--- src/rtl/mse_pkg.sv ---
package mse_pkg;
  localparam int unsigned FN_COUNT  = 32;
  localparam int unsigned PF_COUNT  = 4;
  localparam int unsigned VF_COUNT  = FN_COUNT - PF_COUNT;
  typedef logic [FN_COUNT-1:0] fn_vec_t;
endpackage

--- src/rtl/mse_rise_det.sv ---
module mse_rise_det #(
  parameter int unsigned N = 32
) (
  input  logic         clk,
  input  logic         rst_n,
  input  logic [N-1:0] lvl,
  output logic [N-1:0] rise
);
  logic [N-1:0] lvl_prev;

  // Previous level resets to ones so a level already high at reset release
  // is not taken as a rise.
  always_ff @(posedge clk or negedge rst_n) begin
    if (!rst_n) lvl_prev <= '1;
    else        lvl_prev <= lvl;
  end

  assign rise = lvl & ~lvl_prev;
endmodule

--- src/rtl/mse_stat_bank.sv ---
module mse_stat_bank #(
  parameter int unsigned N = 32
) (
  input  logic         clk,
  input  logic         rst_n,
  input  logic [N-1:0] set_req,
  input  logic [N-1:0] clr_req,
  output logic [N-1:0] stat
);
  for (genvar i = 0; i < N; i++) begin : g_bit
    always_ff @(posedge clk or negedge rst_n) begin
      if (!rst_n)          stat[i] <= 1'b0;
      else if (set_req[i]) stat[i] <= 1'b1;   // set beats clear
      else if (clr_req[i]) stat[i] <= 1'b0;
    end
  end
endmodule

--- src/rtl/mse_irq_gen.sv ---
module mse_irq_gen #(
  parameter int unsigned N = 32
) (
  input  logic [N-1:0] stat,
  input  logic         irq_mask,
  output logic         irq
);
  assign irq = (|stat) & ~irq_mask;
endmodule

--- src/rtl/mse_top.sv ---
module mse_top
  import mse_pkg::*;
#(
  parameter int unsigned N = FN_COUNT
) (
  input  logic         clk,
  input  logic         rst_n,
  input  logic [N-1:0] fn_mask_lvl,
  input  logic         evt_en,
  input  logic         irq_mask,
  input  logic         wr_en,
  input  logic [N-1:0] wr_data,
  output logic [N-1:0] status_q,
  output logic         local_irq
);
  logic [N-1:0] rise_vec;
  logic [N-1:0] set_vec;
  logic [N-1:0] clr_vec;

  mse_rise_det #(.N(N)) u_rise (
    .clk  (clk),
    .rst_n(rst_n),
    .lvl  (fn_mask_lvl),
    .rise (rise_vec)
  );

  assign set_vec = rise_vec & {N{evt_en}};
  assign clr_vec = wr_data & {N{wr_en}};

  mse_stat_bank #(.N(N)) u_bank (
    .clk    (clk),
    .rst_n  (rst_n),
    .set_req(set_vec),
    .clr_req(clr_vec),
    .stat   (status_q)
  );

  mse_irq_gen #(.N(N)) u_irq (
    .stat    (status_q),
    .irq_mask(irq_mask),
    .irq     (local_irq)
  );
endmodule

--- config.mk ---
export PLATFORM = sky130hd
export DESIGN_NAME = mse_top
export DESIGN_NICKNAME = d
export VERILOG_FILES = /design/src/rtl/mse_pkg.sv /design/src/rtl/mse_rise_det.sv /design/src/rtl/mse_stat_bank.sv /design/src/rtl/mse_irq_gen.sv /design/src/rtl/mse_top.sv
export SDC_FILE = /design/constraint.sdc
export NUM_CORES = 1
export LEC_CHECK = 0
export BUFFER_PORTS_ARGS = -buffer_cell sky130_fd_sc_hd__buf_4
export CAP_MARGIN = 20
export CELL_PAD_IN_SITES_DETAIL_PLACEMENT = 1
export CELL_PAD_IN_SITES_GLOBAL_PLACEMENT = 1
export CORE_ASPECT_RATIO = 0.7
export CORE_MARGIN = 10
export CORE_UTILIZATION = 32
export DETAILED_ROUTE_END_ITERATION = 10
export PLACE_DENSITY_LB_ADDON = 0.12
export SYNTH_ARGS = -nofsm -noshare
export SYNTH_HDL_FRONTEND = slang
export SYNTH_SLANG_ARGS = --single-unit
--- constraint.sdc ---
create_clock -name clk -period 0.9 [get_ports clk]
set_clock_uncertainty 0.05 [all_clocks]
set_input_delay 0.09 -clock clk [delete_from_list [all_inputs] [get_ports clk]]
set_output_delay 0.09 -clock clk [all_outputs]
set_load 0.02 [all_outputs]
==> impl_metrics.yaml <==
critical_path:
  start_kind: "flop"
  cp_data_arrival_time_ns: 1.57
  crit_required_ns: 0.76
  path_class: "flop to output port"
  end_kind: "output port"
  critPathLaunch: "u_bank.stat[25]"
  r2r_slack_ns: -0.15
  endpoint: "local_irq"
  crit_fanout: 2
  reg2reg_to: "u_bank.stat[21]"
  worst-r2r-cell-count: 3
  r2r-start: "u_bank.stat[21]"
drt:
  dr.pass1.iters: 4
  route.detailed.drc: 0
  vias: 2226
  initialDrtViolationCount: 82
  drt_wl_total_um: 9560
  ant_nets: 0
  viasPerCell: 4.63
  avgRoutedWirePerCell_um: 19.9
placed_design:
  dp_hpwl_um: 5830
  port_buffers: 101
  pre_cts_ws_ns: -0.556
  place_congestion: 0.752
sta:
  tns_ns: -10.80
  grt_setup_unrepaired: "yes"
  clock.fmax_mhz: 586
  tightest_slew_ns: 0.342
  setup_violations: 64
  fin_crit_ns: 1.71
  slew_headroom_pct: 77.2
  hold_slack_ns: 0.00698
  hold_viol_final: 0
  finalWorstSetupSlack_ns: -0.807
  post-route-period-util_pct: 190
  slew_violations: 0
status:
  status: "finished with violations"
  violations: "setup timing"
layout:
  layout-drive-gt1-share_pct: 61.1
  area_delta_synth_final_pct: 98.9
  nFillCells: 677
  multi_input_area_um2: 583
  seq_area_um2: 1650
  nets: 450
synth:
  synth_nets: 247
  yosys.area.top_type_share_pct: 36.2
  syn_area_um2: 2320
  netlist_instances: 178
  synth_area_leaders: "dfstp_2, dfrtp_1, a32o_1, nand2_1, inv_1"
  netlist.top_cell.by_area: "dfstp_2"
  ys_ff_latch: 64
  avgSynthCellArea_um2: 13.0
  yosysWarnings: 0
  ys_seq_area_share_pct: 70.7
  synth.distinct_cells: 11
grt:
  grt_pass1_vias: 2554
  grt_max_degree: 65
  grtUsageTotal_pct: 16.7
  overflow: 0
  grt_pass1_wl_um: 14500
  grt_antenna_before_repair: 1
floorplanning:
  die_h_um: 91.3
  die_w_um: 122
  start_util_pct: 33.6
  core_um2: 6910
  ios: 102
  rows: 25
  die_area_um2: 11100
clock_network:
  cts_sinks: 64
  cts_tree: "done"
  clk_pin_slew_ns: 0.06
  clock_latency_ns: 0.34
  cts_root_buf: "clkbuf_8"
  htree_levels: 3
  ctsLongestPathBuffers: 2
  cts_buffers: 9
power_and_ir_drop:
  power.density_nw_per_um2: 1720
  vdd_ir_drop_max_v: 0.000875
  totalPowerFinal_mw: 7.96
  p_leak_nw: 2.17
worst_hold_path:
  hold_class: "input port to flop"
job:
  maxCapViolations: 0
## report_power, final
part	total [mW]	internal, mW	switching [mW]
sequential	3.41	3.20	0.213
combinational	2.21	1.33	0.886
clock	2.33	1.22	1.11
total	7.96	5.75	2.21
## synthesized netlist by cell type (all sizes together)
master	instances
nand2	34
dfrtp	32
dfstp	32
nor4	8
o21ai	1
buf	6
inv	31
and4	2
a21oi	1
a32o	31
## sequential cells by signal, indices dropped and copies added, names as in the netlist
| signal | flops |
|---|---|
| u_bank.stat | 32 |
| u_rise.lvl_prev | 32 |
## routing by layer
layer	routed length (um)	vias up	share of wire [%]	track usage [%]
met5	0	-	0	0
met4	172	0	1.8	5.45
li1	-	1027	-	-
met3	560	13	5.9	6.18
met2	4960	72	52	28.6
met1	3860	1114	40	18.7
## cell families after synthesis
| family | count (synthesis) | share of synthesized area [%] |
|---|---|---|
| AND/OR/NAND/NOR | 44 | 8.41 |
| AO/OA/AOI/OAI | 33 | 13.8 |
| flip-flops | 64 | 70.7 |
| buffers and inverters | 37 | 7.11 |
## placed cells by master (no fill, tap or decap)
master | netlist | routed
a21oi_2 | 0 | 1
a32o_1 | 31 | 29
a32o_2 | 0 | 2
and4_1 | 2 | 2
buf_12 | 0 | 6
buf_4 | 0 | 71
buf_6 | 3 | 71
clkbuf_8 | 0 | 12
clkinv_2 | 0 | 1
clkinvlp_4 | 0 | 3
dfrtp_1 | 32 | 22
dfrtp_2 | 0 | 10
dfstp_2 | 32 | 32
diode_2 | 0 | 1
dlygate4sd3_1 | 0 | 50
inv_1 | 31 | 11
inv_2 | 0 | 20
nand2_1 | 34 | 34
nor4_1 | 8 | 1
nor4_2 | 0 | 5
nor4_4 | 0 | 2
o21ai_1 | 0 | 1
## area by class of cell
cell class,instances,area share [%]
Clock buffer,12,3.58
Inverter,31,2.52
Sequential cell,64,35.8
Tap cell,94,2.55
Clock inverter,4,0.596
Multi-Input combinational cell,77,12.6
Antenna cell,1,0.0542
Timing Repair Buffer,198,42.3
## critical path, stage by stage (launching register included)
cell	delay, ns
dfrtp_2	0.42
nor4_2	0.35
and4_1	0.26
a21oi_2	0.07
buf_6	0.13
## how the worst min path moves through the flow
stage	start	end	slack (ns)	cells past startpoint
2_1_floorplan	rst_n	u_bank.stat[0]	-0.26	0
6_report	wr_data[28]	u_bank.stat[28]	0.007	4
4_1_cts	wr_data[21]	u_bank.stat[21]	0.001	3
5_1_grt	wr_data[29]	u_bank.stat[29]	0.01	3
3_3_place_gp	rst_n	u_bank.stat[21]	0.06	2
3_5_place_dp	rst_n	u_bank.stat[18]	0.07	2
## through the flow
step,utilization (%),std cells,instance area (um^2)
2_1_floorplan,-,178,2340
3_3_place_gp,51.0,405,3530
3_5_place_dp,51.0,405,3530
4_1_cts,65.2,472,4510
5_1_grt,66.8,481,4620
6_report,66.8,481,4620
## timing repair
item / CTS / global route
hold buffers: 50 / 0
setup buffers: 5 / 22
pin swaps: 23 / 11
hold endpoints to repair: 126 / 0
gates resized for setup: 80 / 37
setup endpoints to repair: 64 / 65
gates cloned: 0 / 0
Note: power is estimated with default switching activity, not from simulation.
